## config.mk

```make
export PLATFORM = sky130hd
export DESIGN_NAME = bmask_expand
export DESIGN_NICKNAME = d
export VERILOG_FILES = /design/src/rtl/bmask_pkg.sv /design/src/rtl/bmask_size_det.sv /design/src/rtl/bmask_elem_gen.sv /design/src/rtl/bmask_tile.sv /design/src/rtl/bmask_expand.sv
export SDC_FILE = /design/constraint.sdc
export NUM_CORES = 1
export LEC_CHECK = 0
export BUFFER_PORTS_ARGS = -buffer_cell sky130_fd_sc_hd__buf_2
export CORE_ASPECT_RATIO = 1.25
export CORE_MARGIN = 2
export CORE_UTILIZATION = 42
export CTS_CLUSTER_SIZE = 20
export DETAILED_ROUTE_END_ITERATION = 7
export RECOVER_POWER = 50
export SLEW_MARGIN = 20
export SYNTH_ARGS = -nofsm -noshare
export SYNTH_HDL_FRONTEND = slang
export SYNTH_SLANG_ARGS = --single-unit
```

## constraint.sdc

```tcl
create_clock -name clk -period 7 [get_ports clk]
set_clock_uncertainty 0.05 [all_clocks]
set_input_delay 1.05 -clock clk [delete_from_list [all_inputs] [get_ports clk]]
set_output_delay 1.05 -clock clk [all_outputs]
set_load 0.01 [all_outputs]
```

## src/rtl/bmask_pkg.sv

```systemverilog
package bmask_pkg;
  localparam int MASK_W = 64;
  localparam int FLD_W  = 6;
  localparam int LEN_W  = $clog2(FLD_W + 1);

  // index of the highest set bit of v (0 when v is zero)
  function automatic logic [LEN_W-1:0] top_one(input logic [FLD_W:0] v);
    logic [LEN_W-1:0] p;
    p = '0;
    for (int i = 0; i <= FLD_W; i++)
      if (v[i]) p = LEN_W'(i);
    return p;
  endfunction

  // element width minus one for a width exponent
  function automatic logic [FLD_W-1:0] width_mask(input logic [LEN_W-1:0] lg);
    logic [FLD_W:0] one;
    one = 1;
    return FLD_W'((one << lg) - 1'b1);
  endfunction
endpackage

```

## src/rtl/bmask_size_det.sv

```systemverilog
module bmask_size_det
  import bmask_pkg::*;
#(
  parameter int FW = FLD_W
) (
  input  logic             n_i,
  input  logic [FW-1:0]    s_i,
  output logic [LEN_W-1:0] lg_o,
  output logic [FW-1:0]    emask_o,
  output logic             size_ok_o
);
  logic [FW:0] sel_w;

  assign sel_w     = {n_i, ~s_i};
  assign lg_o      = top_one(sel_w);
  assign emask_o   = width_mask(lg_o);
  // no set bit, or only bit 0, names no legal width
  assign size_ok_o = (|sel_w) && (lg_o != '0);
endmodule

```

## src/rtl/bmask_elem_gen.sv

```systemverilog
module bmask_elem_gen
  import bmask_pkg::*;
#(
  parameter int MW = MASK_W,
  parameter int FW = FLD_W
) (
  input  logic [FW-1:0] s_i,
  input  logic [FW-1:0] r_i,
  input  logic [FW-1:0] emask_i,
  output logic [MW-1:0] elem_o,
  output logic [FW-1:0] run_o,
  output logic          run_full_o
);
  logic [FW-1:0] rot_w;

  assign run_o      = s_i & emask_i;
  assign rot_w      = r_i & emask_i;
  assign run_full_o = (run_o == emask_i);

  // right rotation: output bit i takes unrotated bit (i + rot) mod e
  for (genvar i = 0; i < MW; i++) begin : g_bit
    logic [FW-1:0] src;
    assign src       = (FW'(i) + rot_w) & emask_i;
    assign elem_o[i] = (FW'(i) <= emask_i) && (src <= run_o);
  end
endmodule

```

## src/rtl/bmask_tile.sv

```systemverilog
module bmask_tile
  import bmask_pkg::*;
#(
  parameter int MW = MASK_W,
  parameter int FW = FLD_W
) (
  input  logic [MW-1:0] elem_i,
  input  logic [FW-1:0] emask_i,
  output logic [MW-1:0] mask_o
);
  for (genvar i = 0; i < MW; i++) begin : g_rep
    assign mask_o[i] = elem_i[FW'(i) & emask_i];
  end
endmodule

```

## src/rtl/bmask_expand.sv

```systemverilog
module bmask_expand
  import bmask_pkg::*;
#(
  parameter int MW = MASK_W,
  parameter int FW = FLD_W
) (
  input  logic          clk,
  input  logic          rst,
  input  logic          in_valid,
  input  logic          in_n,
  input  logic [FW-1:0] in_s,
  input  logic [FW-1:0] in_r,
  output logic          out_valid,
  output logic [MW-1:0] out_mask,
  output logic          out_rsvd
);
  logic [LEN_W-1:0] lg_w;
  logic [FW-1:0]    emask_w;
  logic             size_ok_w;
  logic [MW-1:0]    elem_w;
  logic [FW-1:0]    run_w;
  logic             run_full_w;
  logic [MW-1:0]    tiled_w;
  logic             rsvd_w;
  logic [MW-1:0]    mask_w;

  bmask_size_det #(.FW(FW)) u_size (
    .n_i(in_n), .s_i(in_s), .lg_o(lg_w), .emask_o(emask_w), .size_ok_o(size_ok_w)
  );

  bmask_elem_gen #(.MW(MW), .FW(FW)) u_elem (
    .s_i(in_s), .r_i(in_r), .emask_i(emask_w),
    .elem_o(elem_w), .run_o(run_w), .run_full_o(run_full_w)
  );

  bmask_tile #(.MW(MW), .FW(FW)) u_tile (
    .elem_i(elem_w), .emask_i(emask_w), .mask_o(tiled_w)
  );

  assign rsvd_w = !size_ok_w || run_full_w;
  assign mask_w = rsvd_w ? '0 : tiled_w;

  always_ff @(posedge clk) begin
    if (rst) begin
      out_valid <= 1'b0;
      out_mask  <= '0;
      out_rsvd  <= 1'b0;
    end else begin
      out_valid <= in_valid;
      if (in_valid) begin
        out_mask <= mask_w;
        out_rsvd <= rsvd_w;
      end
    end
  end


  valid_rise_chk: assert property (@(posedge clk) disable iff (rst)
    in_valid |=> out_valid);

  valid_drop_chk: assert property (@(posedge clk) disable iff (rst)
    !in_valid |=> !out_valid);

  idle_hold_chk: assert property (@(posedge clk) disable iff (rst)
    !in_valid |=> ($stable(out_mask) && $stable(out_rsvd)));

  rsvd_zero_chk: assert property (@(posedge clk) disable iff (rst)
    out_rsvd |-> (out_mask == '0));

  wide_legal_chk: assert property (@(posedge clk) disable iff (rst)
    in_n |-> (size_ok_w && emask_w == '1));

  run_count_chk: assert property (@(posedge clk) disable iff (rst)
    !rsvd_w |-> ($countones(elem_w) == int'(run_w) + 1));

  tile_count_chk: assert property (@(posedge clk) disable iff (rst)
    !rsvd_w |-> ($countones(tiled_w) == ((int'(run_w) + 1) << (FW - int'(lg_w)))));
endmodule

```

==> results of run 1 <==
## layout by cell type (no fill, tap or decap), types with 6 or more instances in the layout
master,synthesis,routed
nor2_1,172,169
ha_1,142,141
nand2_1,103,102
a21oi_1,102,102
o21ai_0,99,99
clkbuf_1,43,67
dfxtp_1,66,66
and2_1,64,64
nand3_1,45,45
xnor2_1,40,40
inv_1,30,29
buf_4,2,25
a22oi_1,24,24
nand2b_1,21,21
a31oi_1,21,21
a21o_1,18,18
nor3_1,16,16
buf_2,19,16
xor2_1,15,15
a32oi_1,14,14
o211ai_1,14,14
o21a_1,12,12
or2_2,12,12
mux2i_1,12,12
o31ai_1,11,11
a311oi_1,10,10
o21ai_1,9,9
a211oi_1,9,9
clkbuf_16,0,9
nor2b_1,8,8
and4_1,7,7
and3_1,7,7
or3_1,6,6
a211o_1,6,6
mux2_2,6,6
## report_power, final
group	leakage (nW)	switching, W	internal [W]
sequential	0.546	0.0000253	0.000423
clock	0.132	0.000156	0.000256
combinational	3.70	0.000716	0.000425
total	4.38	0.000898	0.00110
## area by class of cell
class | instances | area (um2)
Sequential cell | 66 | 1320
Timing Repair Buffer | 107 | 532
Clock inverter | 2 | 12.5
Inverter | 33 | 129
Fill cell | 2314 | 11900
Multi-Input combinational cell | 1138 | 7840
Clock buffer | 13 | 260
Tap cell | 283 | 354
## critical path: cells and delay by family
family,cells,cell delay (ps)
and+or+nand+nor,8,2370
AOI/OAI and AO/OA,6,910
buffers and inverters,3,780
adders and majority gates,2,560
muxes,1,540
xor gates and xnor gates,1,180
## cell families after synthesis
logic type	count (synthesis)	synth area share, %
buffers and inverters	111	5.02
flip-flops	66	13.7
AO/OA/AOI/OAI	429	30.4
AND/OR/NAND/NOR	494	25.4
XOR/XNOR	55	5.00
adder cells (fa/ha/maj)	142	18.5
multiplexers	18	1.95
## final timing paths
| kind | from | endpoint | slack, ps | cells after the start |
|---|---|---|---|---|
| setup / recovery | in_s[4] | out_mask[28] | 720 | 21 |
| hold / removal | out_mask[54] | out_mask[54] | 400 | 2 |
| setup reg to reg | out_mask[53] | out_mask[53] | 5990 | 4 |
| hold reg to reg | out_mask[54] | out_mask[54] | 400 | 2 |
## registers in the layout, indices dropped and copies added, names as in the netlist
name	count
out_valid	1
out_rsvd	1
out_mask	64
## metrics by stage
| step | cells | util, % |
|---|---|---|
| after floorplan | 1315 | - |
| final | 1642 | 46.7 |
| after detailed placement | 1627 | 45.8 |
| after CTS | 1642 | 47.1 |
| after global placement | 1627 | 45.8 |
| after global routing | 1642 | 46.7 |
## per-layer routing
layer  global-route usage [%]  up-vias  wire (um)
li1                         -     4925          -
met1                     39.9     4951      16400
met2                     49.5      490      17100
met3                     2.21      122       2360
met4                     14.4        0       1860
met5                        0        -          0
==> summary.txt, run 1 <==
Clocking
  • CTS H-tree depth: 3
  • Post-CTS Resized: 0
  • CTS Buf Count: 9
  • Clock Latency Late Sink: 320 ps
  • Cts hold-fix bufs: 0
  • Root Buffer: clkbuf_16
  • Clock Tree Buf Depth: 2
  • Num Clock Sinks: 66
  • Reg clk slew, reported paths: 60 ps
  • Post-CTS setup buffer count: 0
  • CTS tree: built

Run status
  • Status: completed

Cells and area
  • Layout cell share with drive strength beyond 1: 8.17%
  • Fin area: 10400 um2
  • Area Overhead vs Synth: 8.49%
  • Ant. Diodes: 0
  • Final #Nets: 1513

Synthesis
  • Mapped Avg Cell Area: 7.32 um2
  • Synth Net Count: 1473
  • EDFF count, synth: 0
  • Sequential-to-total area share from yosys stat: 13.7%
  • Top cell type by total area after synthesis: ha_1
  • Syn Inst Count: 1315
  • Synthesized flop and latch total: 66
  • Synth async-reset ratio: 0%
  • Warnings from Yosys: 0
  • Synth Flop Type: dfxtp_1
  • Commonest cells in the netlist: nor2_1 (172), ha_1 (142), nand2_1 (103)
  • Synth cell types: 95
  • Top post-synthesis cells by area: ha_1 (18%), dfxtp_1 (14%), nor2_1 (6.7%)
  • Most frequent cell after synthesis: nor2_1
  • Synthesized area: 9630 um2
  • Top-area cell type share of the netlist area: 18.5%

Die
  • Number of top-level pins: 82
  • Die Y: 173 um
  • Die area: 24200 um2
  • Core region area: 22400 um2
  • Initial Utilization: 43.0%
  • Placement Rows: 61
  • Die Wd: 139 um

Placement
  • Routability cong.: 0.991
  • IO Port Bufs: 81
  • Area after DPL: 10300 um2
  • Pre-CTS setup slack: 606 ps
  • HPWL Detailed: 28600 um

Route
  • First-pass DRT Iterations: 6
  • Routed WL per cell: 23.0 um
  • Post-detailed-route DRC marker count: 0
  • Drt initial violations: 1095
  • Via/cell ratio: 6.39
  • Remaining antenna violation count: 0
  • Final WL: 37800 um
  • Via count: 10500

Global routing
  • Via count of the first global-routing pass: 9903
  • Pin count of the biggest net entering global routing: 84
  • Global-route usage over all layers: 30.1%
  • Grt ovf: 0
  • Global-route wire length before repair: 57500 um
  • Initial antenna violation count: 0

STA
  • Worst-Margin Slew: 1220 ps
  • Fin. max-slew vios: 0
  • Unrepaired setup endpoints after global routing: no
  • Setup ws final: 717 ps
  • Fin. Hold Viols: 0
  • Period utilization: 89.8%
  • Final setup fails: 0
  • Setup_tns: 0 ps
  • Fin crit period: 6280 ps
  • Fmax: 159 MHz
  • Relative slew margins: 18.8%
  • Hold_ws: 399 ps

Setup path
  • Critical Path RT: 7130 ps
  • Critical Path Sink Type: register
  • Critical Path Start Type: input port
  • Max incr delay on CP: 660 ps
  • Crit path top cell by count: nand2_1
  • Slowest CP cell: nor2_1
  • Setup Crit Path Kind: input port to register
  • CP Max Fanout: 41
  • Worst-path cell chain: buf_2, nand3b_4, or3_1, ha_2, buf_4, a21oi_1, nand2_1, nand2_1, inv_2, nor2_1, nand2_1, xnor2_1, and2_1, ha_1, o31a_1, o21ai_0, or2_2, o211ai_1, o31ai_1, mux2i_1, o21ai_0
  • CP arrival: 6410 ps

Run
  • Max_cap viols: 0

Power and ir drop
  • Peak supply drop: 238 uV
  • Pleak: 4.38 nW
  • Total Power: 0.00200 W
  • Pwr dens: 192 nW/um2

Hold path
  • Worst hold path type: register to register
(Power assumes the default switching activity.)
==> inputs of run 2 (changes only) <==
--- a/config.mk
+++ b/config.mk
@@ -6,11 +6,15 @@
 export NUM_CORES = 1
 export LEC_CHECK = 0
 export BUFFER_PORTS_ARGS = -buffer_cell sky130_fd_sc_hd__buf_2
+export CAP_MARGIN = 30
+export CELL_PAD_IN_SITES_DETAIL_PLACEMENT = 0
+export CELL_PAD_IN_SITES_GLOBAL_PLACEMENT = 1
 export CORE_ASPECT_RATIO = 1.25
 export CORE_MARGIN = 2
 export CORE_UTILIZATION = 42
 export CTS_CLUSTER_SIZE = 20
 export DETAILED_ROUTE_END_ITERATION = 7
+export PLACE_DENSITY_LB_ADDON = 0.1
 export RECOVER_POWER = 50
 export SLEW_MARGIN = 20
 export SYNTH_ARGS = -nofsm -noshare
==> run 2 against run 1 <==
  * The flow now finishes with violations (capacitance limit, slew limit)
  * Total power is 2.5% higher
  * First-iteration DRC count is 8.9% lower
  * Sequential power hardly changed
  * Core utilization is 0.21 points higher
  * Via count is 1.2% lower
  * Critical path depth is 1 higher
  * Clock power is 8.0% higher
  * Critical endpoint is now out_mask[63]
==> summary.txt, run 2 (synthesis results as in run 1) <==
Run status
  • Status: complete, but fails checks
  • Failing checks: capacitance limit, slew limit

Route
  • Remaining antenna violation count: 0
  • Drt initial violations: 998
  • Routed WL per cell: 24.4 um
  • Final WL: 40200 um
  • First-pass DRT Iterations: 8
  • Via/cell ratio: 6.29
  • Via count: 10400
  • Post-detailed-route DRC marker count: 0

Cells and area
  • Final #Nets: 1517
  • Max reg flops: 64
  • Most common cell after layout, fill and taps aside: nor2_1
  • Ant. Diodes: 0
  • Most frequent cells in the layout: nor2_1 (169), ha_1 (141), nand2_1 (102), a21oi_1 (102), o21ai_0 (99)
  • Top flop regs: out_mask: 64 flops, out_rsvd: 1 flops, out_valid: 1 flops
  • Layout cell share with drive strength beyond 1: 8.58%
  • Top reg by flops: out_mask
  • Area Overhead vs Synth: 8.97%
  • Finished Layout Cells: 1647
  • Layout fillers: 2372

STA
  • Fin crit period: 6560 ps
  • Setup ws final: 440 ps
  • Period utilization: 93.7%
  • Worst-Margin Slew: 2050 ps
  • Setup_tns: 0 ps
  • Unrepaired setup endpoints after global routing: no
  • Fin. Hold Viols: 0
  • Fmax: 152 MHz
  • Final setup fails: 0
  • Relative slew margins: -36.9%
  • Fin. max-slew vios: 44

Setup path
  • Setup Crit Path Kind: input port to register
  • Critical Path Sink Type: register
  • CP arrival: 6620 ps
  • Worst Setup SP: in_s[4]
  • Critical Path Start Type: input port
  • R2R Setup Slk: 5950 ps
  • Reg2Reg Capture Point: out_mask[53]
  • Critical path endpoint: out_mask[63]
  • Critical Path RT: 7060 ps
  • CP Max Fanout: 17
  • Number of cells on the worst reg-to-reg path: 4
  • RR Startpoint: out_mask[53]

Hold path
  • Worst hold path type: register to register
  • Hold wc startpoint: out_mask[45]

Die
  • Placement Rows: 61
  • Initial Utilization: 43.0%
  • Core region area: 22400 um2
  • Die area: 24200 um2
  • Number of top-level pins: 82
  • Die Wd: 139 um
  • Die Y: 173 um

Clocking
  • Num Clock Sinks: 66
  • Clock Latency Late Sink: 330 ps
  • Root Buffer: clkbuf_16
  • CTS tree: built
  • CTS Buf Count: 9
  • CTS H-tree depth: 3
  • Post-CTS Resized: 0
  • Cts hold-fix bufs: 0
  • Post-CTS setup buffer count: 0
  • Reg clk slew, reported paths: 60 ps
  • Clock Tree Buf Depth: 2

Placement
  • Routability cong.: 0.968
  • HPWL Detailed: 30700 um
  • IO Port Bufs: 81
  • Pre-CTS setup slack: 252 ps
  • Dpl cells: 1631

Global routing
  • Grt ovf: 0
  • Via count of the first global-routing pass: 9852
  • Initial antenna violation count: 1
  • Global-route wire length before repair: 61000 um
  • Pin count of the biggest net entering global routing: 65
  • Global-route usage over all layers: 32.3%

Power and ir drop
  • Pwr dens: 196 nW/um2
  • Peak supply drop: 338 uV
  • Pleak: 4.41 nW

Run
  • Max_cap viols: 1
## run 2: cell types whose count changed in the layout (fill, tap and decap cells not counted), sizes merged
cell / before / now
bufinv: 0 / 1
clkinv: 2 / 6
buf: 42 / 45
clkbuf: 78 / 75
## run 2: critical path, cell delays in order
cell	delay, ps
buf_2	240
nand3b_4	230
or3_1	440
ha_2	300
or3_4	440
nand2_2	100
nand2_1	250
inv_1	270
ha_1	430
nand2_1	120
xnor2_1	150
and2_1	170
ha_1	300
and4_1	280
a32oi_1	230
o41ai_1	150
o32ai_1	480
a2111oi_4	120
a21oi_1	220
o22ai_2	140
a221oi_2	390
a221oi_2	90
## run 2: metrics by stage
stage          power, W  hold WS, ps  utilization [%]  cell area (um2)
3_5_place_dp    0.00160          389             46.0            10300
3_3_place_gp    0.00159          382             45.8            10300
6_report        0.00205          399             46.9            10500
4_1_cts         0.00204          397             47.3            10600
5_1_grt         0.00218          413             46.9            10500
2_1_floorplan   0.00123          417                -             9630
## run 2: how the worst min path moves through the flow
| stage | endpoint | cells past startpoint |
|---|---|---|
| after floorplan | out_mask[54] | 2 |
| after global placement | out_mask[54] | 2 |
| after detailed placement | out_mask[54] | 2 |
| after CTS | out_mask[54] | 2 |
| after global routing | out_mask[45] | 2 |
| final | out_mask[45] | 2 |
## run 2: per-layer routing
metal	track usage, %	up-vias	part of all wire, %
li1	-	4946	-
met1	44.7	4884	45
met2	51.9	459	45
met3	2.82	71	6.8
met4	12.7	0	3.7
met5	0	-	0
## run 2: final cells by class
cell class,instances,area [um2],share of cell area [%]
multi-input combinational,1138,7840,74.7
sequential,66,1320,12.6
timing repair buffer,111,556,5.30
tap,283,354,3.38
clock buffer,9,225,2.15
inverter,33,129,1.23
clock inverter,7,70.1,0.668
## run 2: report_power, final
part | internal, W | total [W] | switching [W] | leakage, nW
logic | 0.000427 | 0.00116 | 0.000729 | 3.71
registers | 0.000422 | 0.000449 | 0.0000264 | 0.546
clock network | 0.000275 | 0.000446 | 0.000172 | 0.145
==> inputs of run 3 (changes only) <==
==> constraint.sdc (replaced) <==
create_clock -name clk -period 8.05 [get_ports clk]
set_clock_uncertainty 0.05 [all_clocks]
set_input_delay 1.2075 -clock clk [delete_from_list [all_inputs] [get_ports clk]]
set_output_delay 1.2075 -clock clk [all_outputs]
set_load 0.01 [all_outputs]
==> run 3 against run 2 <==
  * Die area is the same
  * The run still ends with capacitance limit, slew limit left
  * Sequential share of layout area about the same
  * First-iteration DRC count down 6.9%
  * Critical endpoint unchanged
  * Non-clock buffer count fell by 4
  * Largest power group unchanged
  * Highest routed layer unchanged
  * Critical path depth did not move
  * Largest cell class unchanged
  * Routed wire length is 0.85% lower
==> summary.txt, run 3 (synthesis results as in run 1) <==
Run status
  • Status: complete, but fails checks
  • Failing checks: capacitance limit, slew limit

Setup path
  • Slowest CP cell: o41ai_1
  • Reg2Reg Capture Point: out_mask[53]
  • Number of cells on the worst reg-to-reg path: 4
  • Critical Path Sink Type: register
  • RR Startpoint: out_mask[53]
  • Critical Path Start Type: input port
  • Critical Path RT: 8220 ps
  • Delay-heaviest family, CP: compound AO/OA/AOI/OAI gates
  • Setup Crit Path Kind: input port to register
  • Worst-path cell chain: buf_2, nand3b_4, or3_1, ha_2, or3_4, nand2_2, nand2_1, inv_1, ha_1, nand2_1, xnor2_1, and2_1, ha_1, o21ai_0, a21oi_1, o41ai_1, o32ai_1, a2111oi_4, a21oi_1, o22ai_2, a221oi_2, a221oi_2
  • CP arrival: 7180 ps
  • Sum of buffers and inverters on the critical path: 2
  • Max incr delay on CP: 580 ps
  • CP Max Fanout: 17
  • R2R Setup Slk: 6980 ps

Route
  • Remaining antenna violation count: 0
  • Via count: 10500
  • Final WL: 39900 um
  • Via/cell ratio: 6.38
  • Routed WL per cell: 24.3 um
  • Post-detailed-route DRC marker count: 0
  • Drt initial violations: 929
  • First-pass DRT Iterations: 6

Die
  • Die Y: 173 um
  • Number of top-level pins: 82
  • Initial Utilization: 43.0%
  • Placement Rows: 61
  • Core region area: 22400 um2
  • Die Wd: 139 um
  • Die area: 24200 um2

Clocking
  • Cts hold-fix bufs: 0
  • Num Clock Sinks: 66
  • Post-CTS Resized: 0
  • Clock Tree Buf Depth: 2
  • Clock Latency Late Sink: 330 ps
  • Root Buffer: clkbuf_16
  • CTS H-tree depth: 3
  • Post-CTS setup buffer count: 0
  • CTS Buf Count: 9
  • CTS tree: built
  • Reg clk slew, reported paths: 50 ps

Power and ir drop
  • Pwr dens: 171 nW/um2
  • Total Power: 0.00179 W
  • Peak supply drop: 165 uV
  • Pleak: 4.40 nW

Cells and area
  • Layout cell share with drive strength beyond 1: 8.16%
  • Most frequent cells in the layout: nor2_1 (170), ha_1 (141), nand2_1 (102), a21oi_1 (102), o21ai_0 (99)
  • Final #Nets: 1513
  • Top reg by flops: out_mask
  • Area Overhead vs Synth: 8.98%
  • Ant. Diodes: 0
  • Max reg flops: 64
  • Top flop regs: out_mask: 64 flops, out_rsvd: 1 flops, out_valid: 1 flops
  • Layout fillers: 2408
  • Most common cell after layout, fill and taps aside: nor2_1

STA
  • Fin crit period: 7000 ps
  • Relative slew margins: -37.5%
  • Unrepaired setup endpoints after global routing: no
  • Fin. max-slew vios: 44
  • Final setup fails: 0
  • Fin. Hold Viols: 0
  • Worst-Margin Slew: 2060 ps
  • Fmax: 143 MHz
  • Setup_tns: 0 ps
  • Period utilization: 87.0%
  • Hold_ws: 397 ps

Global routing
  • Global-route usage over all layers: 32.2%
  • Global-route wire length before repair: 60600 um
  • Initial antenna violation count: 0
  • Pin count of the biggest net entering global routing: 45
  • Grt ovf: 0
  • Via count of the first global-routing pass: 9779

Hold path
  • Hold depth: 2
  • Worst hold path type: register to register
  • Hold Path End: out_mask[54]
  • Hold wc startpoint: out_mask[54]

Run
  • Max_cap viols: 1

Placement
  • HPWL Detailed: 30500 um
  • Routability cong.: 0.953
  • IO Port Bufs: 81
==> run 3: cell types whose count changed in the layout (fill, tap and decap cells not counted), moves of 2 or more <==
cell	previous run	this run
buf_12	0	2
clkinv_2	3	1
clkinv_4	3	1
buf_4	29	22
clkbuf_8	0	2
==> run 3: routing by layer <==
layer  global-route usage, %  part of all wire, %  vias to the layer above
li1                        -                    -                     4935
met1                    44.3                   44                     4956
met2                    50.6                   44                      486
met3                    2.54                  6.9                      112
met4                    15.8                  5.3                        0
met5                       0                    0                        -
==> run 3: worst register-to-register path: stages (launching register included) <==
cell and delay [ps]:
dfxtp_1 320, nor2b_1 140, a31oi_1 130, a21boi_1 170, nor3_1 60
==> run 3: how the worst max path moves through the flow <==
stage	from	end	slack, ps	depth (start not counted)
floorplan	in_s[4]	out_mask[63]	1600	26
global placement	in_s[5]	out_mask[63]	940	22
detailed placement	in_s[5]	out_mask[63]	830	22
CTS	in_s[4]	out_mask[63]	1170	22
global route	in_s[4]	out_mask[63]	670	22
finish	in_s[4]	out_mask[63]	1050	22
==> run 3: layout make-up <==
| type | count | area (um2) | share of cell area, % |
|---|---|---|---|
| sequential | 66 | 1320 | 12.6 |
| clock inverter | 4 | 50.0 | 0.477 |
| tap | 283 | 354 | 3.38 |
| clock buffer | 12 | 256 | 2.44 |
| timing repair buffer | 107 | 548 | 5.22 |
| multi-input combinational | 1138 | 7830 | 74.7 |
| inverter | 33 | 129 | 1.23 |
==> run 3: power breakdown <==
part,leakage (nW),internal [W],switching (W)
registers,0.546,0.000367,0.0000229
logic,3.71,0.000370,0.000634
clock network,0.145,0.000256,0.000139
==> run 3: through the flow <==
stage / util, % / area, um2 / worst slack, ps / std cells
2_1_floorplan: - / 9630 / 1600 / 1315
3_3_place_gp: 45.7 / 10200 / 940 / 1623
3_5_place_dp: 45.8 / 10200 / 830 / 1625
4_1_cts: 47.2 / 10500 / 1170 / 1641
5_1_grt: 46.9 / 10500 / 672 / 1643
6_report: 46.9 / 10500 / 1050 / 1643
